## config.mk

```make
export PLATFORM = sky130hd
export DESIGN_NAME = wavetrig_timer
export DESIGN_NICKNAME = d
export VERILOG_FILES = /design/src/rtl/wavetrig_pkg.sv /design/src/rtl/wt_deglitch.sv /design/src/rtl/wt_prescale.sv /design/src/rtl/wt_trigger.sv /design/src/rtl/wavetrig_timer.sv
export SDC_FILE = /design/constraint.sdc
export NUM_CORES = 1
export LEC_CHECK = 0
export BUFFER_PORTS_ARGS = -buffer_cell sky130_fd_sc_hd__buf_2
export CAP_MARGIN = 20
export CORE_ASPECT_RATIO = 0.75
export CORE_MARGIN = 3
export CORE_UTILIZATION = 60
export DETAILED_ROUTE_END_ITERATION = 12
export PLACE_DENSITY = 0.86
export REMOVE_ABC_BUFFERS = 1
export SKIP_CTS_REPAIR_TIMING = 1
export SYNTH_ARGS = -nofsm -noshare
export SYNTH_HDL_FRONTEND = slang
export SYNTH_SLANG_ARGS = --single-unit
```

## constraint.sdc

```tcl
create_clock -name clk -period 3.6 [get_ports clk]
set_input_delay 0.72 -clock clk [delete_from_list [all_inputs] [get_ports clk]]
set_output_delay 0.72 -clock clk [all_outputs]
set_load 0.02 [all_outputs]
```

## src/rtl/wavetrig_pkg.sv

```systemverilog
package wavetrig_pkg;
  localparam int DIV_W = 3;
  localparam int NF_W  = 2;
  localparam int PRE_W = (1 << DIV_W) - 1;
  localparam int FLT_W = (1 << NF_W);

  localparam logic [2:0] MODE_LEVEL = 3'b001;
  localparam logic [2:0] MODE_RISE  = 3'b010;
  localparam logic [2:0] MODE_BOTH  = 3'b100;
  localparam logic [2:0] MODE_PWM   = 3'b111;

  function automatic logic mode_valid(logic [2:0] m);
    return (m == MODE_LEVEL) || (m == MODE_RISE) || (m == MODE_BOTH) || (m == MODE_PWM);
  endfunction

  function automatic logic trig_decide(logic [2:0] m, logic rt, logic rt_p,
                                       logic pw, logic pw_p, logic busy);
    logic t;
    case (m)
      MODE_LEVEL: t = rt & ~busy;
      MODE_RISE:  t = rt & ~rt_p;
      MODE_BOTH:  t = rt ^ rt_p;
      MODE_PWM:   t = pw ^ pw_p;
      default:    t = 1'b0;
    endcase
    return t;
  endfunction

  // low-order ones mask: tick when the masked prescale count is all ones
  function automatic logic [PRE_W-1:0] div_mask(logic [DIV_W-1:0] sel);
    logic [PRE_W-1:0] m;
    for (int i = 0; i < PRE_W; i++) m[i] = (i < int'(sel));
    return m;
  endfunction

  // required stable time in clocks; 0 means bypass
  function automatic logic [FLT_W:0] flt_width(logic [NF_W-1:0] sel);
    logic [FLT_W:0] w;
    w = '0;
    if (sel != '0) w[{1'b0, sel} + 1'b1] = 1'b1;
    return w;
  endfunction
endpackage

```

## src/rtl/wt_deglitch.sv

```systemverilog
module wt_deglitch
  import wavetrig_pkg::*;
(
  input  logic            clk,
  input  logic            rst_n,
  input  logic [NF_W-1:0] sel,
  input  logic            din,
  output logic            dout
);
  logic             level_q;
  logic [FLT_W-1:0] cnt_q;
  logic [FLT_W:0]   width;

  assign width = flt_width(sel);

  always_ff @(posedge clk or negedge rst_n) begin
    if (!rst_n) begin
      level_q <= 1'b0;
      cnt_q   <= '0;
    end else if (sel == '0 || din == level_q) begin
      level_q <= din;
      cnt_q   <= '0;
    end else if (({1'b0, cnt_q} + (FLT_W+1)'(1)) == width) begin
      level_q <= din;
      cnt_q   <= '0;
    end else begin
      cnt_q <= cnt_q + 1'b1;
    end
  end

  assign dout = (sel == '0) ? din : level_q;
endmodule

```

## src/rtl/wt_prescale.sv

```systemverilog
module wt_prescale
  import wavetrig_pkg::*;
(
  input  logic             clk,
  input  logic             rst_n,
  input  logic             restart,
  input  logic             run,
  input  logic [DIV_W-1:0] sel,
  output logic             tick
);
  logic [PRE_W-1:0] pre_q;
  logic [PRE_W-1:0] mask;

  assign mask = div_mask(sel);
  assign tick = run && ((pre_q & mask) == mask);

  always_ff @(posedge clk or negedge rst_n) begin
    if (!rst_n)       pre_q <= '0;
    else if (restart) pre_q <= '0;
    else if (run)     pre_q <= pre_q + 1'b1;
  end
endmodule

```

## src/rtl/wt_trigger.sv

```systemverilog
module wt_trigger
  import wavetrig_pkg::*;
(
  input  logic       clk,
  input  logic       rst_n,
  input  logic [2:0] mode,
  input  logic       rt_f,
  input  logic       pwm,
  input  logic       busy,
  output logic       mode_chg,
  output logic       trig
);
  logic       rt_p, pw_p;
  logic [2:0] mode_q;

  assign mode_chg = (mode != mode_q);
  assign trig     = !mode_chg && trig_decide(mode, rt_f, rt_p, pwm, pw_p, busy);

  always_ff @(posedge clk or negedge rst_n) begin
    if (!rst_n) begin
      rt_p   <= 1'b0;
      pw_p   <= 1'b0;
      mode_q <= 3'b000;
    end else begin
      rt_p   <= rt_f;
      pw_p   <= pwm;
      mode_q <= mode;
    end
  end
endmodule

```

## src/rtl/wavetrig_timer.sv

```systemverilog
module wavetrig_timer
  import wavetrig_pkg::*;
#(
  parameter int CNT_W = 16
) (
  input  logic             clk,
  input  logic             rst_n,
  input  logic             rt_in,
  input  logic             pwm_in,
  input  logic [2:0]       mode,
  input  logic [CNT_W-1:0] reload_val,
  input  logic             reload_we,
  input  logic [DIV_W-1:0] div_sel,
  input  logic [NF_W-1:0]  nf_sel,
  input  logic             irq_en,
  input  logic             flag_clr,
  output logic             wave_out,
  output logic             irq_flag,
  output logic             irq
);
  logic             rt_f;
  logic             trig_evt, mode_chg, tick, uf_evt;
  logic             running_q, flag_q;
  logic [CNT_W-1:0] held_q, cnt_q;

  wt_deglitch u_flt (
    .clk(clk), .rst_n(rst_n), .sel(nf_sel), .din(rt_in), .dout(rt_f)
  );

  wt_trigger u_trg (
    .clk(clk), .rst_n(rst_n), .mode(mode), .rt_f(rt_f), .pwm(pwm_in),
    .busy(running_q), .mode_chg(mode_chg), .trig(trig_evt)
  );

  wt_prescale u_pre (
    .clk(clk), .rst_n(rst_n), .restart(trig_evt), .run(running_q),
    .sel(div_sel), .tick(tick)
  );

  assign uf_evt = running_q && tick && (cnt_q == '0) && !trig_evt && !mode_chg;

  always_ff @(posedge clk or negedge rst_n) begin
    if (!rst_n) begin
      held_q    <= '0;
      cnt_q     <= '0;
      running_q <= 1'b0;
      flag_q    <= 1'b0;
    end else begin
      if (reload_we) held_q <= reload_val;
      if (mode_chg) begin
        running_q <= 1'b0;
      end else if (trig_evt) begin
        cnt_q     <= held_q;
        running_q <= 1'b1;
      end else if (tick) begin
        if (cnt_q == '0) running_q <= 1'b0;
        else             cnt_q     <= cnt_q - 1'b1;
      end
      if (uf_evt)        flag_q <= 1'b1;
      else if (flag_clr) flag_q <= 1'b0;
    end
  end

  assign wave_out = running_q;
  assign irq_flag = flag_q;
  assign irq      = flag_q & irq_en;
endmodule

```

# After elaboration in Yosys (flattened, before gate mapping)

Index checks and enable logic that the tools add are counted.

Output and inout port bits: 3
Input bits: 31
Logic and storage cells: 83
Register bits: 51

Reduce and logical (&&, ||, !) cells: 21
Magnitude comparators: 9
Multiplexer cells: 20
$add $sub $neg: 5
Equality and inequality tests: 9
Bitwise logic cells: 9

Operators with widths:

| cell                    | number |
|---|---|
| $mux W16                | 3 |
| $logic_not A16 Y1       | 1 |
| $sub A16 B1 Y16 const B | 1 |
| $mux W7                 | 2 |
| $mux W1                 | 10 |
| $reduce_bool A2 Y1      | 5 |
| $lt A3 B3 Y1 const A    | 3 |
| $mux W4                 | 2 |
| $add A7 B1 Y7 const B   | 1 |
| $and A7 B7 Y7           | 1 |
| $eq A7 B7 Y1            | 1 |
| $logic_and A1 B1 Y1     | 7 |
| $eq A3 B3 Y1 const B    | 2 |
| $lt A1 B3 Y1 const A    | 2 |
| $lt A2 B3 Y1 const A    | 2 |
| $reduce_bool A3 Y1      | 2 |
| $add A4 B1 Y5 const B   | 1 |
| $eq A5 B5 Y1            | 1 |
| $mux W5                 | 1 |
| $add A4 B1 Y4 const B   | 1 |
| $lt A3 B4 Y1 const B    | 1 |
| $pmux W1 S4             | 1 |
| $add A2 B1 Y3 const B   | 1 |
| $and A1 B1 Y1           | 3 |
| other kinds (14)        | 18 |

# Depth between registers and ports, before layout

Depth after elaboration: 9
Depth in mapped cells: 9
Depth with buffers taken out: 7

# Hierarchy

Synthesis repeated with hierarchy kept, for this count alone.

Cells, all modules: 259
Area total of the unflattened synthesis: 2708.8 um^2

Modules (own cells, without submodules):

| module         | sequential area each (um^2) | area an instance (um^2) | instances | cells an instance |
|---|---|---|---|---|
| wavetrig_timer | 850.8                       | 1809.2                  | 1         | 174 |
| wt_prescale    | 175.2                       | 371.6                   | 1         | 40 |
| wt_deglitch    | 125.1                       | 302.8                   | 1         | 27 |
| wt_trigger     | 125.1                       | 225.2                   | 1         | 18 |

# Worst setup path before layout

Ideal clock, no wire load.

Path type: input -> register
Start point: input port div_sel[1]
End point: register cnt_q[8]
Setup time: 0.082 ns
Stages: 6
Data required time: 3.518 ns
Buffers on the path: 0
Path slack: 1.329 ns
Arrival: 2.189 ns
Cell sequence: a21boi_0 -> o21ai_0 -> nor4b_4 -> nand3_4 -> or4_1 -> a31oi_1

Longest elaborated chain between the ends: 6
Elaborated cells between the ends (all ways): 12
Those cells by class: order compare: 7; eq/ne: 1; bitwise: 1; reduce/logical: 3

RTL lines:

| element                              | RTL line             | RTL |
|---|---|---|
| from (decl)                          | wavetrig_timer.sv:13 | `input logic [DIV_W-1:0] div_sel,` |
| $lt A1 B3 Y1 (tied with other cells) | wavetrig_pkg.sv:32   | `for (int i = 0; i < PRE_W; i++) m[i] = (i < int'(sel));` |
| $and A7 B7 Y7                        | wt_prescale.sv:15    | `assign tick = run && ((pre_q & mask) == mask);` |
| $eq A7 B7 Y1 *                       | wt_prescale.sv:15    |  |
| $logic_and A1 B1 Y1 *                | wt_prescale.sv:15    |  |
| $reduce_bool A2 Y1 (no line) *       | n/a                  |  |
| $reduce_and A3 Y1 (no line) *        | n/a                  |  |
| to (signal assigned)                 | wavetrig_timer.sv:53 | `cnt_q <= held_q;` |
| to (signal assigned)                 | wavetrig_timer.sv:57 | `else cnt_q <= cnt_q - 1'b1;` |
| to (decl)                            | wavetrig_timer.sv:24 | `logic [CNT_W-1:0] held_q, cnt_q;` |

Mark *: on every way between the ends. The rest lies on a longest branch, timed or not.
A chain may end at the register's enable or synchronous reset.

# Final worst setup path

Same ends and word-level chain as after synthesis.

==> run summary <==
Layout
* 286 — fill count
* 11.4% — area added between synthesis and finish
* 308 — net count of the finished layout
* 0.737 — core occupancy in the finished layout
* 1220 µm² — area of the multi-input gates
* 1280 µm² — storage element area
* 0.245 — layout cells sized above 1
* 0 — antenna cells
* 325 — non-filler instance count after layout

Timing
* 0.380 — relative slew slack
* 0 — number of endpoints with negative hold slack in the final report
* 468 ps — Post-Route Hold Slack
* 2440 ps — minimum clock period
* 0 — Final setup violation count
* 930 ps — actual transition at the worst max-transition pin
* 410 MHz — top achievable clock speed
* 0 ps — sum of negative setup slack
* no — setup repair after global routing missed its margin
* 0.678 — crit share post-route
* 2.90 ps — Fin Clk Skew
* 0 — max-slew violation total from the final report

Synthesis
* 0 — Yosys warning count
* 51 — #FFs+latches synth
* sky130_fd_sc_hd__dfrtp_1 49%, sky130_fd_sc_hd__mux2_2 7.4%, sky130_fd_sc_hd__xor2_1 4.8%, sky130_fd_sc_hd__nor2_1 3.5%, sky130_fd_sc_hd__nand2_1 2.5% — Synth area leaders
* sky130_fd_sc_hd__dfrtp_1 — cell with the most instances after synthesis
* 0 — number of flops mapped to enable cells by yosys
* sky130_fd_sc_hd__dfrtp_1 — most common flop cell mapped by yosys
* 2580 µm² — post-synthesis cell area
* 1.00 — async set or reset register ratio after synthesis
* 51 x sky130_fd_sc_hd__dfrtp_1, 24 x sky130_fd_sc_hd__nor2_1, 17 x sky130_fd_sc_hd__mux2_2, 17 x sky130_fd_sc_hd__nand2_1, 14 x sky130_fd_sc_hd__xor2_1 — top cells by count, synth
* sky130_fd_sc_hd__dfrtp_1 — cell type with the highest aggregate area in the netlist
* 0.495 — share of the yosys chip area belonging to registers
* 51 — synth unique cells
* 0.495 — top-area cell type share of the netlist area
* 10.7 µm² — Mapped Avg Cell Area
* 241 — cell count after synthesis

Critical path
* flop — kind of end point of the critical path
* 1190 ps — flop-to-flop setup slack
* 2660 ps — endpoint arrival time on the critical path
* primary input — type of element launching the critical path
* 17 — largest fanout on the critical path
* 3820 ps — WP data required
* in2reg — Worst Setup Path Type

Floorplan
* 5130 µm² — area of the die
* 19 — row count
* 0.661 — Initial Util
* 81.7 µm — die width
* 34 — number of placed I/O pins
* 3900 µm² — standard cell core area
* 62.8 µm — vertical die dimension

CTS
* 2 — number of buffers between clock root and the deepest sink
* 90 ps — clock slew at the register clock pins of the worst setup and hold paths
* done — CTS tree
* 5 — number of buffers inserted during clock tree synthesis
* 300 ps — Worst-Skew Late Latency
* 51 — sinks on the clock net
* sky130_fd_sc_hd__clkbuf_8 — root buffer cell
* 2 — H-tree levels

GRT
* 0 — initial antenna violation count
* 8.56 mm — global-route wire length before repair
* 0 — Overflow after GRT
* 43 — pin count of the biggest net entering global routing
* 0.218 — gr usage total
* 1842 — vias in the first global route

Drt
* 4 — router iterations before antenna repair
* 0 — Post-DRT Antenna Nets
* 16.0 µm — routed length per placed instance
* 5.20 mm — final routed wirelength across all metal layers
* 5.98 — post-DR vias/cell
* 123 — iteration-0 DRC count of the detailed router
* 1944 — vias
* 0 — DRC violations left

Placed design
* 0.913 — final estimated routing congestion in global placement
* 318 — # placed instances
* 3.55 mm — half-perimeter wire length after placement
* 33 — # port buffers

Run
* 0 — Max-Cap Viols

Power
* 1670 µW — power after layout
* 0.00120 µW — leakage power of the design
* 385 µV — Max VDD drop
* 580 nW/µm² — pwr/cell area

Worst hold path
* reg2reg — HP Class

Run status
* complete, no violations — result of the run

[cell usage in the layout (no fill, tap or decap), types with 4 or more instances in the layout]
cell / n
sky130_fd_sc_hd__nand4_1: 9
sky130_fd_sc_hd__nand2_1: 17
sky130_fd_sc_hd__nor2_1: 24
sky130_fd_sc_hd__nor3_1: 6
sky130_fd_sc_hd__xnor2_1: 5
sky130_fd_sc_hd__nand3_1: 4
sky130_fd_sc_hd__dfrtp_1: 51
sky130_fd_sc_hd__inv_1: 7
sky130_fd_sc_hd__mux2_2: 17
sky130_fd_sc_hd__or4_1: 4
sky130_fd_sc_hd__a31oi_1: 7
sky130_fd_sc_hd__clkbuf_8: 5
sky130_fd_sc_hd__o21ai_0: 12
sky130_fd_sc_hd__ha_1: 4
sky130_fd_sc_hd__buf_2: 33
sky130_fd_sc_hd__a21oi_1: 5
sky130_fd_sc_hd__xor2_1: 14
[worst max-delay path, cell delays in order]
cell and delay [ps]:
sky130_fd_sc_hd__buf_2 110, sky130_fd_sc_hd__a21boi_0 110, sky130_fd_sc_hd__o21ai_0 150, sky130_fd_sc_hd__nor4b_4 550
sky130_fd_sc_hd__nand3_4 290, sky130_fd_sc_hd__or4_1 530, sky130_fd_sc_hd__a31oi_1 190
[stage by stage]
stage                     cell area (µm²)  worst slack [ps]
after detailed placement             2770               868
after CTS                            2870              1160
after global routing                 2870               997
final                                2870              1160
after floorplan                      2520               953
after global placement               2770               940
[sequential cells by signal, indices dropped and copies added, names as in the netlist]
signal,flops
u_trg.pw_p,1
irq_flag,1
u_trg.rt_p,1
held_q,16
wave_out,1
u_trg.mode_q,3
u_flt.cnt_q,4
cnt_q,16
u_pre.pre_q,7
u_flt.level_q,1
[power by group]
part           internal [µW]  leakage [µW]  total (µW)  switching (µW)
Combinational            190      0.000533         381             191
Sequential               732      0.000615         904             172
Clock                    204     0.0000513         380             177
Total                   1130       0.00120        1670             540
[cell type report]
type | count | share of cell area
Sequential cell | 51 | 0.444
Multi-Input combinational cell | 173 | 0.425
Timing Repair Buffer | 35 | 0.0627
Clock buffer | 6 | 0.0253
Tap cell | 52 | 0.0227
Clock inverter | 1 | 0.0105
Inverter | 7 | 0.00915
[cell families after synthesis]
group / Yosys count / share of synthesized area
flops: 51 / 0.495
buf+inv: 17 / 0.0315
compound gates: 46 / 0.120
simple gates: 86 / 0.192
xor+xnor: 19 / 0.0645
fa+ha+maj: 4 / 0.0194
mux: 18 / 0.0781
[path summary, 6_finish.rpt]
path | startpoint | to | depth (start not counted)
min | u_flt.cnt_q[0] | u_flt.cnt_q[0] | 1
max in group asynchronous | rst_n | u_flt.level_q | 2
max reg2reg | wave_out | cnt_q[8] | 5
min reg2reg | u_flt.cnt_q[0] | u_flt.cnt_q[0] | 1
min in group asynchronous | rst_n | u_pre.pre_q[6] | 1
max | div_sel[1] | cnt_q[8] | 7
[metal layers]
metal  track usage  vias up  routed length, µm
met4        0.0498        0                 42
met1         0.308      952               2390
met2         0.332       53               2490
met5             0        -                  0
li1              -      935                  -
met3        0.0605        4                271
Power figures use the tool's default switching activity.
